--- src/rtl/bxc_pkg.sv ---
package bxc_pkg;
   // Active-low control triple for one transfer direction
   typedef struct packed {
      logic ce_n;
      logic le_n;
      logic oe_n;
   } dir_ctl_t;

   localparam int NUM_DIRS = 2;
   localparam int DIR_AB   = 0;
   localparam int DIR_BA   = 1;

   function automatic int peer_dir(input int d);
      return (d == DIR_AB) ? DIR_BA : DIR_AB;
   endfunction
endpackage

--- src/rtl/bxc_lane.sv ---
module bxc_lane
   import bxc_pkg::*;
#(
   parameter int WIDTH = 8,
   parameter logic [WIDTH-1:0] CLEAR_VAL = '0
) (
   input  logic             clk,
   input  logic             rst,
   input  dir_ctl_t         ctl,
   input  logic [WIDTH-1:0] din,
   input  logic             src_busy,
   output logic [WIDTH-1:0] held,
   output logic             drv_on
);
   logic             open_now;
   logic             load_now;
   logic [WIDTH-1:0] store_q;

   // open: chip enable and latch enable both asserted
   assign open_now = ~ctl.ce_n & ~ctl.le_n;
   // source port driven by this block: keep own output out of storage
   assign load_now = open_now & ~src_busy;

   always_ff @(posedge clk) begin
      if (rst)
         store_q <= CLEAR_VAL;
      else if (load_now)
         store_q <= din;
   end

   assign held   = store_q;
   assign drv_on = ~rst & ~ctl.ce_n & ~ctl.oe_n;
endmodule

--- src/rtl/bxc_clash.sv ---
module bxc_clash #(
   parameter int N = 2
) (
   input  logic [N-1:0] drv,
   output logic         clash
);
   assign clash = ($countones(drv) > 1);
endmodule

--- src/rtl/bxc_top.sv ---
module bxc_top
   import bxc_pkg::*;
#(
   parameter int WIDTH = 8
) (
   input  logic             clk,
   input  logic             rst,
   input  logic [WIDTH-1:0] a_in,
   input  logic [WIDTH-1:0] b_in,
   input  logic             ce_ab_n,
   input  logic             le_ab_n,
   input  logic             oe_ab_n,
   input  logic             ce_ba_n,
   input  logic             le_ba_n,
   input  logic             oe_ba_n,
   output logic [WIDTH-1:0] a_out,
   output logic             a_drv,
   output logic [WIDTH-1:0] b_out,
   output logic             b_drv,
   output logic             clash
);
   generate
      if (WIDTH < 1) begin : g_bad_width
         $error("bxc_top: WIDTH must be at least 1");
      end
   endgenerate

   dir_ctl_t            ctl  [NUM_DIRS];
   logic [WIDTH-1:0]    din  [NUM_DIRS];
   logic [WIDTH-1:0]    held [NUM_DIRS];
   logic [NUM_DIRS-1:0] drv;

   assign ctl[DIR_AB] = '{ce_n: ce_ab_n, le_n: le_ab_n, oe_n: oe_ab_n};
   assign ctl[DIR_BA] = '{ce_n: ce_ba_n, le_n: le_ba_n, oe_n: oe_ba_n};
   assign din[DIR_AB] = a_in;
   assign din[DIR_BA] = b_in;

   generate
      for (genvar d = 0; d < NUM_DIRS; d++) begin : g_dir
         localparam int PEER = peer_dir(d);
         bxc_lane #(.WIDTH(WIDTH)) u_lane (
            .clk     (clk),
            .rst     (rst),
            .ctl     (ctl[d]),
            .din     (din[d]),
            .src_busy(drv[PEER]),
            .held    (held[d]),
            .drv_on  (drv[d])
         );
      end
   endgenerate

   bxc_clash #(.N(NUM_DIRS)) u_clash (
      .drv  (drv),
      .clash(clash)
   );

   assign b_out = held[DIR_AB];
   assign b_drv = drv[DIR_AB];
   assign a_out = held[DIR_BA];
   assign a_drv = drv[DIR_BA];
endmodule

--- config.mk ---
export PLATFORM = sky130hd
export DESIGN_NAME = bxc_top
export DESIGN_NICKNAME = d
export VERILOG_FILES = /design/src/rtl/bxc_pkg.sv /design/src/rtl/bxc_lane.sv /design/src/rtl/bxc_clash.sv /design/src/rtl/bxc_top.sv
export SDC_FILE = /design/constraint.sdc
export NUM_CORES = 1
export LEC_CHECK = 0
export ABC_AREA = 0
export CORE_MARGIN = 2
export CORE_UTILIZATION = 30
export DETAILED_ROUTE_END_ITERATION = 7
export DONT_BUFFER_PORTS = 1
export GPL_TIMING_DRIVEN = 0
export PLACE_DENSITY_LB_ADDON = 0.2
export SLEW_MARGIN = 20
export SYNTH_ARGS = -nofsm -noshare
export SYNTH_HDL_FRONTEND = slang
export SYNTH_HIERARCHICAL = 1
export SYNTH_SLANG_ARGS = --single-unit
--- constraint.sdc ---
create_clock -name clk -period 1.3 [get_ports clk]
set_input_delay 0.065 -clock clk [delete_from_list [all_inputs] [get_ports clk]]
set_output_delay 0.065 -clock clk [all_outputs]
set_load 0.005 [all_outputs]
## Word-level counts from Yosys, hierarchy flattened

Index checks and enable logic that the tools add are counted.

- Magnitude comparators: 1
- $add $sub $neg: 1
- Bitwise logic cells: 17

Operator list:

| operator | number |
|---|---|
| > comparator 32 x 2 -> 1 bit, second input constant | 1 |
| inverter 1 bit | 9 |
| AND 1 bit | 8 |
| adder 1 x 1 -> 2 bit | 1 |

- Output and inout bits: 19
- Register bits after elaboration: 16
- Bits of input ports: 24
- Logic and storage cells: 21

## Logic depth before layout (Yosys ltp)

Gate-level depths: netlist of the first run.

- Word-level depth: 5
- Depth in mapped cells: 5
- Depth with buffers taken out: 3

## Cells and area by module

The synthesis of the first run kept the hierarchy.

By module, submodules not included:

| module | times used | cells each | area each (um^2) | sequential area each (um^2) |
|---|---|---|---|---|
| bxc_lane | 2 | 37 | 376.6 | 160.2 |
| bxc_clash | 1 | 1 | 6.3 | 0.0 |

## Worst setup path before layout of the first run

Ideal clock, no wire load.

- Kind: input to register
- From: in rst
- To: reg g_dir[0].u_lane.store_q[3]
- Arrival: 1.209 ns
- Path slack: 0.021 ns
- Cell stages on the path: 5
- Library setup time: 0.070 ns
- Path buffers: 2
- Required time: 1.230 ns
- Cells stage by stage: clkbuf_1 > nor3_1 > buf_2 > or4b_1 > a21oi_1

- Longest elaborated chain between the ends: 5

Ends and longest elaborated chain:

| item | line | source |
|---|---|---|
| from (decl) | bxc_top.sv:7 | `input logic rst,` |
| inverter 1 bit | bxc_lane.sv:32 | `assign drv_on = ~rst & ~ctl.ce_n & ~ctl.oe_n;` |
| AND 1 bit (2 in a row) | bxc_lane.sv:32 |  |
| via a_drv | bxc_top.sv:17 | `output logic a_drv,` |
| inverter 1 bit | bxc_lane.sv:22 | `assign load_now = open_now & ~src_busy;` |
| AND 1 bit | bxc_lane.sv:22 |  |
| to (signal assigned) | bxc_lane.sv:28 | `store_q <= din;` |
| to (decl) | bxc_lane.sv:17 | `logic [WIDTH-1:0] store_q;` |

The timed path passes the listed nets, and every way through them passes these cells.
A chain may end at the register's enable or synchronous reset.

## Worst setup path in the final report of the first run

Ends and elaborated chain as after synthesis.

==> metrics.csv, run 1 <==
metric,value,unit
hold_path_end,g_dir[1].u_lane/held[7]$_SDFFE_PP0P_,
hold-path-cell-count,2,
die_y,54.3,µm
drv_cap,0,
period_share,92.3,%
grt_antenna_before_repair,0,
cts_tree,yes,
ys_types,9,
r2r-start,g_dir[0].u_lane/held[0]$_SDFFE_PP0P_,
placed_area,797,µm²
cp_data_arrival_time,1.42,ns
p_leak,0.000354,µW
pwr_density_cell,1010,nW/µm²
holdCritStartpoint,b_in[7],
vias_per_cell,5.55,
core,2430,µm²
crit_path_start_kind,primary input,
initialDrtViolationCount,6,
grt_use_met3,5.19,%
largest_reg_flops,16,
syn_inst,75,
setup_viol,0,
dr.pass1.iters,4,
drc,0,
synthTopCellsByArea,"dfxtp_1 42%, or4b_1 21%, o31ai_1 16%",
ys_ff_latch,16,
synth_top_area_share,42.2,%
grtUsageTotal,15.1,%
vias,688,
status,"finished, final reports clean",
cp_data_required_time,1.52,ns
grt_util_met2,22.5,%
period_needed,1.20,ns
avgRoutedWirePerCell,16.8,µm
critical_path_depth,5,
reg2reg_to,g_dir[0].u_lane/held[0]$_SDFFE_PP0P_,
rsz0062_at_grt,no,
synth_largest_area_cell,dfxtp_1,
r2r_slack,0.63,ns
crit_path_max_incr_delay,0.48,ns
cts_buffer_depth,2,
peakVddDrop,450,µV
seq_area_frac_synth,42.2,%
cp-end-kind,register,
placementRows,18,
wl,2080,µm
p_total,1000,µW
worstSetupPathType,primary input to register,
clock-root-buffer,clkbuf_4,
fmax,0.833,GHz
critPathLaunch,rst,
gp_congestion,0.668,
path_cells,clkbuf_1 -> nor3_2 -> buf_2 -> or4b_1 -> a21oi_1,
grt_overflow,0,
busiest_layer,met2,
multi_input_area,387,µm²
relSlewSlack,65.9,%
cts.sink_count,16,
clk_latency,0.28,ns
met1_usage,19.4,%
cts_buffers,3,
h-tree-depth,1,
fillers,244,
grt_pass1_vias,646,
io_buffers,0,
r2r.worst_path.cells,2,
seqCellArea,320,µm²
cp_top_family,simple AND/OR/NAND/NOR gates,
hold_class,primary input to register,
yosysWarnings,6,
io_pins,43,
antenna_left,0,
design_area,995,µm²
drive_gt1_share,13.8,%
post_cts_buffers,0,
clkTransAtPathRegs,0.10,ns
hold_viol_final,0,
grt_max_degree,11,
crit_path_max_fanout,10,
start_util,31.2,%
worstMarginPinSlew,0.509,ns
dp.final_hpwl,1370,µm
antenna_cells,0,
syn_area,759,µm²
worst-path-buf-inv,2,
die-area,2950,µm²
syn_to_final_growth,31.0,%
fin_skew,0,ns
slew_viol_final,0,
syn_avg_cell_area,10.1,µm²
die_w,54.3,µm
syn_nets,99,
nets,119,
grt_pass1_wl,3160,µm
critical_path.slowest_cell,or4b_1,
[worst max-delay path by stage]
stage / end / slack (ns)
finish: g_dir[0].u_lane/held[3]$_SDFFE_PP0P_ / 0.10
global route: g_dir[0].u_lane/held[4]$_SDFFE_PP0P_ / 0.01
CTS: g_dir[0].u_lane/held[3]$_SDFFE_PP0P_ / 0.1
detailed placement: g_dir[1].u_lane/held[3]$_SDFFE_PP0P_ / -0.43
global placement: g_dir[1].u_lane/held[3]$_SDFFE_PP0P_ / -0.45
floorplan: g_dir[0].u_lane/held[3]$_SDFFE_PP0P_ / 0.02
[report_power, final]
part / switching (µW) / internal [µW]
registers: 16.7 / 513
clock network: 160 / 170
logic: 67.7 / 74.9
total: 245 / 758
[cell type report]
type | instances | area share, %
clock buffers | 4 | 3.65
plain buffers | 8 | 6.42
repair buffers | 15 | 15.1
well taps | 30 | 3.77
multi-input cells | 51 | 38.9
flip-flops and latches | 16 | 32.2
[routing by layer]
layer / routed length (µm) / up-vias
met5: 0 / -
met4: 19 / 0
met3: 157 / 2
met2: 965 / 22
met1: 935 / 314
li1: - / 350
[metrics by stage]
step | TNS [ns] | hold WS, ns | util, % | cells | worst slack, ns
detailed placement | -6.24 | 0.235 | 32.8 | 105 | -0.434
global placement | -6.37 | 0.238 | 32.8 | 105 | -0.454
global route | 0 | 0.00198 | 40.9 | 124 | 0.0144
CTS | 0 | 0.000805 | 40.8 | 124 | 0.0995
finish | 0 | 0.0122 | 40.9 | 124 | 0.100
floorplan | 0 | 0.198 | - | 75 | 0.0210
[synthesized netlist by cell type, drive strengths merged]
cell type,count
a21oi,16
o31ai,16
dfxtp,16
nor3,2
and2,1
clkbuf,2
or4b,16
buf,6
[kinds of logic after synthesis]
| family | synth area share, % |
|---|---|
| flops | 42.2 |
| compound gates | 26.4 |
| buf+inv | 8.24 |
| simple gates | 23.2 |
[what timing repair did]
action / CTS / global route
endpoints found under the hold margin: 16 / 0
endpoints found under the setup margin: 17 / 1
hold buffers: 15 / 0
resized for setup: 2 / 2
[cell usage in the layout (no fill, tap or decap), drive strengths merged]
cell type    synthesis  layout
dlygate4sd3          0      15
dfxtp               16      16
nor3                 2       2
o31ai               16      16
buf                  6       6
a21oi               16      16
or4b                16      16
clkbuf               2       6
and2                 1       1
No activity file was read; power rests on OpenSTA's default activity.
==> inputs of run 2 (changes only) <==
--- a/config.mk
+++ b/config.mk
@@ -7,7 +7,7 @@
 export LEC_CHECK = 0
 export ABC_AREA = 0
 export CORE_MARGIN = 2
-export CORE_UTILIZATION = 30
+export CORE_UTILIZATION = 25
 export DETAILED_ROUTE_END_ITERATION = 7
 export DONT_BUFFER_PORTS = 1
 export GPL_TIMING_DRIVEN = 0
==> metrics.csv, run 2 (synthesis gave the netlist of run 1 again) <==
metric,value,unit
initialDrtViolationCount,31,
pwr_density_cell,981,nW/µm²
cp_top_family,simple AND/OR/NAND/NOR gates,
critical_path.slowest_cell,or4b_1,
design_area,942,µm²
grt_pass1_vias,744,
worst-path-buf-inv,2,
p_total,924,µW
cts_tree,yes,
path_cells,clkbuf_1 -> nor3_2 -> buf_2 -> or4b_1 -> a21oi_1,
finalNonFillerCells,120,
fin_hold_ws,0.0111,ns
core,2830,µm²
dp.final_hpwl,1450,µm
worstMarginPinSlew,0.517,ns
fmax,0.849,GHz
post_cts_buffers,0,
crit_path_max_fanout,10,
drv_cap,0,
cp_data_required_time,1.52,ns
worstSetupPathType,primary input to register,
fin_skew,0,ns
grt_max_degree,11,
syn_to_final_growth,24.1,%
die-area,3490,µm²
swShare,25.6,%
power_switching,237,µW
multi_input_area,387,µm²
peakVddDrop,243,µV
largest_reg_flops,16,
nets,115,
p_leak,0.000331,µW
rsz0062_at_grt,no,
hold_class,primary input to register,
dr.pass1.iters,4,
cts.sink_count,16,
crit_path_start_kind,primary input,
cp-end-kind,register,
antenna_left,0,
clkTransAtPathRegs,0.09,ns
gp_congestion,0.675,
drive_gt1_share,13.5,%
status,"finished, final reports clean",
vias_per_cell,5.64,
crit_path_max_incr_delay,0.47,ns
setup_viol,0,
p_seq_share,57.3,%
io_pins,43,
avgRoutedWirePerCell,17.8,µm
antenna_cells,0,
fillers,309,
period_needed,1.18,ns
seqCellArea,320,µm²
r2r_slack,0.64,ns
die_w,59.1,µm
grt_pass1_wl,3490,µm
io_buffers,0,
start_util,26.8,%
placementRows,19,
grtUsageTotal,13.6,%
cts_buffers,3,
hold_viol_final,0,
grt_antenna_before_repair,0,
p_int,687,µW
die_y,59.1,µm
clock_power_share,28.2,%
slew_viol_final,0,
grt_overflow,0,
vias,677,
clk_latency,0.28,ns
cp_data_arrival_time,1.40,ns
wl,2130,µm
p_comb_share,14.5,%
cts_buffer_depth,2,
dp_cells,106,
period_share,90.6,%
placed_area,798,µm²
clock-root-buffer,clkbuf_4,
h-tree-depth,1,
drc,0,
relSlewSlack,65.3,%
most-common-layout-cells,"16 x or4b_1, 16 x o31ai_1, 16 x a21oi_1, 16 x dfxtp_1, 11 x dlygate4sd3_1",
-- run 2: cell types whose count changed in the layout (fill, tap and decap cells not counted) --
cell,before,now
clkbuf_8,1,0
dlygate4sd3_1,15,11
-- run 2: worst paths after layout --
check	start	endpoint	cells after the start
setup / recovery	rst	g_dir[0].u_lane/held[4]$_SDFFE_PP0P_	5
hold / removal	b_in[6]	g_dir[1].u_lane/held[6]$_SDFFE_PP0P_	2
setup reg to reg	g_dir[1].u_lane/held[2]$_SDFFE_PP0P_	g_dir[1].u_lane/held[2]$_SDFFE_PP0P_	2
hold reg to reg	g_dir[1].u_lane/held[6]$_SDFFE_PP0P_	g_dir[1].u_lane/held[6]$_SDFFE_PP0P_	2
-- run 2: power groups by stage --
stage	Clock [µW]	Combinational [µW]	Sequential, µW
after CTS	269	132	530
after global routing	304	149	533
final	261	134	529
after global placement	0	95.4	541
after detailed placement	0	98.1	542
after floorplan	0	80.0	537
-- run 2: area by class of cell --
cell class / instances / area share, %
multi-input combinational: 51 / 41.0
sequential: 16 / 34.0
timing repair buffer: 11 / 11.7
buffer: 8 / 6.77
tap: 31 / 4.12
clock buffer: 3 / 2.39
-- run 2: per-layer routing --
layer / share of wire [%] / GRT usage (%) / vias up
met3: 6.9 / 3.71 / 2
met2: 49 / 21.7 / 19
li1: - / - / 333
met1: 43 / 16.3 / 323
met5: 0 / 0 / -
met4: 1.3 / 7.79 / 0
-- run 2: repair_timing --
item | in CTS | in global routing
endpoints found under the setup margin | 17 | 1
hold buffers | 10 | 1
endpoints found under the hold margin | 15 | 1
gates resized for setup | 2 | 2
-- run 2: per-stage QoR --
step / util (%) / setup TNS, ns / setup WS, ns
2_1_floorplan: - / 0 / 0.0210
3_3_place_gp: 28.2 / -5.90 / -0.397
3_5_place_dp: 28.2 / -6.57 / -0.440
4_1_cts: 32.9 / 0 / 0.108
5_1_grt: 33.3 / 0 / 0.00998
6_report: 33.3 / 0 / 0.122
==> inputs of run 3 (changes only) <==
--- a/config.mk
+++ b/config.mk
@@ -5,9 +5,8 @@
 export SDC_FILE = /design/constraint.sdc
 export NUM_CORES = 1
 export LEC_CHECK = 0
-export ABC_AREA = 0
 export CORE_MARGIN = 2
-export CORE_UTILIZATION = 25
+export CORE_UTILIZATION = 58
 export DETAILED_ROUTE_END_ITERATION = 7
 export DONT_BUFFER_PORTS = 1
 export GPL_TIMING_DRIVEN = 0
==> constraint.sdc (replaced) <==
create_clock -name clk -period 1.1 [get_ports clk]
set_input_delay 0.055 -clock clk [delete_from_list [all_inputs] [get_ports clk]]
set_output_delay 0.055 -clock clk [all_outputs]
set_load 0.005 [all_outputs]
==> metrics.csv, run 3 (synthesis gave the netlist of run 1 again) <==
metric,value,unit
most-common-layout-cells,"16 x or4b_1, 16 x o31ai_1, 16 x a21oi_1, 16 x dfxtp_1, 5 x clkbuf_4",
grt_antenna_before_repair,0,
start_util,59.9,%
crit_path_max_incr_delay,0.41,ns
relSlewSlack,68.8,%
hold_viol_final,14,
die_w,40.2,µm
die-area,1610,µm²
worstSetupPathType,primary input to register,
clk_latency,0.27,ns
cp_data_arrival_time,1.12,ns
setup_viol,0,
worstMarginPinSlew,0.466,ns
cts_tree,yes,
cts.sink_count,16,
fin_hold_ws,-0.0506,ns
gp_congestion,0.720,
rsz0062_at_grt,no,
worst-path-buf-inv,2,
hold-path-cell-count,2,
vias_per_cell,7.01,
fmax,1.05,GHz
seqCellArea,320,µm²
io_buffers,0,
cp_top_family,simple AND/OR/NAND/NOR gates,
grt_overflow,0,
nets,105,
period_share,86.4,%
cts_buffers,3,
p_leak,0.000293,µW
multi_input_area,387,µm²
h-tree-depth,1,
initialDrtViolationCount,17,
die_y,40.2,µm
critical_path.slowest_cell,nor3_2,
critical_path_depth,5,
clkTransAtPathRegs,0.09,ns
cts_resized,0,
avgRoutedWirePerCell,16.4,µm
cts_buffer_depth,2,
grt_pass1_wl,2490,µm
cp_data_required_time,1.27,ns
period_needed,0.950,ns
antenna_cells,0,
fillers,109,
grt_pass1_vias,557,
peakVddDrop,686,µV
clock-root-buffer,clkbuf_4,
grtUsageTotal,22.6,%
syn_to_final_growth,9.06,%
drc,0,
placementRows,13,
antenna_left,0,
grt_max_degree,11,
vias,659,
crit_path_max_fanout,10,
status,finished with violations,
pre_cts_ws,-0.175,ns
violations,negative hold slack,
drive_gt1_share,16.5,%
p_total,1040,µW
dr.pass1.iters,4,
pwr_density_cell,1260,nW/µm²
io_pins,43,
wl,1550,µm
fin_ws,0.150,ns
hold_class,primary input to register,
drv_cap,0,
fin_skew,0,ns
crit_path_start_kind,primary input,
post_cts_buffers,0,
largest_reg_flops,16,
core,1270,µm²
dp.final_hpwl,1110,µm
slew_viol_final,0,
postLayoutCoreUtil,65.3,%
cts_hold_buf,1,
cp-end-kind,register,
r2r.worst_path.cells,2,
path_cells,clkbuf_4 -> nor3_2 -> buf_2 -> or4b_1 -> a21oi_1,
[run 3: cell type report]
| cell class | count | share of cell area, % |
|---|---|---|
| buffer | 8 | 8.46 |
| clock buffer | 3 | 2.72 |
| multi-input combinational | 51 | 46.7 |
| sequential | 16 | 38.7 |
| tap | 15 | 2.27 |
| timing repair buffer | 1 | 1.21 |
[run 3: metal layers]
layer / vias up / track usage [%] / wire length (µm)
met1: 309 / 34.3 / 659
met4: 0 / 10.0 / 14
met3: 2 / 6.67 / 163
li1: 319 / - / -
met5: - / 0 / 0
met2: 29 / 28.2 / 709
[run 3: power breakdown]
part           total (µW)  switching (µW)  internal, µW
logic                 120            61.3          58.5
clock network         300             173           127
registers             624            18.4           606
total                1040             253           791
[run 3: path summary, 6_finish.rpt]
check,startpoint,endpoint,slack (ns)
worst max-delay path,rst,g_dir[1].u_lane/held[3]$_SDFFE_PP0P_,0.15
worst max register to register,g_dir[1].u_lane/held[2]$_SDFFE_PP0P_,g_dir[1].u_lane/held[2]$_SDFFE_PP0P_,0.45
worst min register to register,g_dir[0].u_lane/held[0]$_SDFFE_PP0P_,g_dir[0].u_lane/held[0]$_SDFFE_PP0P_,0.49
worst min-delay path,ce_ab_n,g_dir[0].u_lane/held[5]$_SDFFE_PP0P_,-0.05
[run 3: stage by stage]
stage | setup TNS (ns) | cell area, µm² | std cells
finish | 0 | 828 | 94
CTS | 0 | 828 | 94
global placement | -1.87 | 796 | 90
detailed placement | -2.15 | 796 | 90
global route | 0 | 828 | 94
floorplan | 0 | 777 | 75
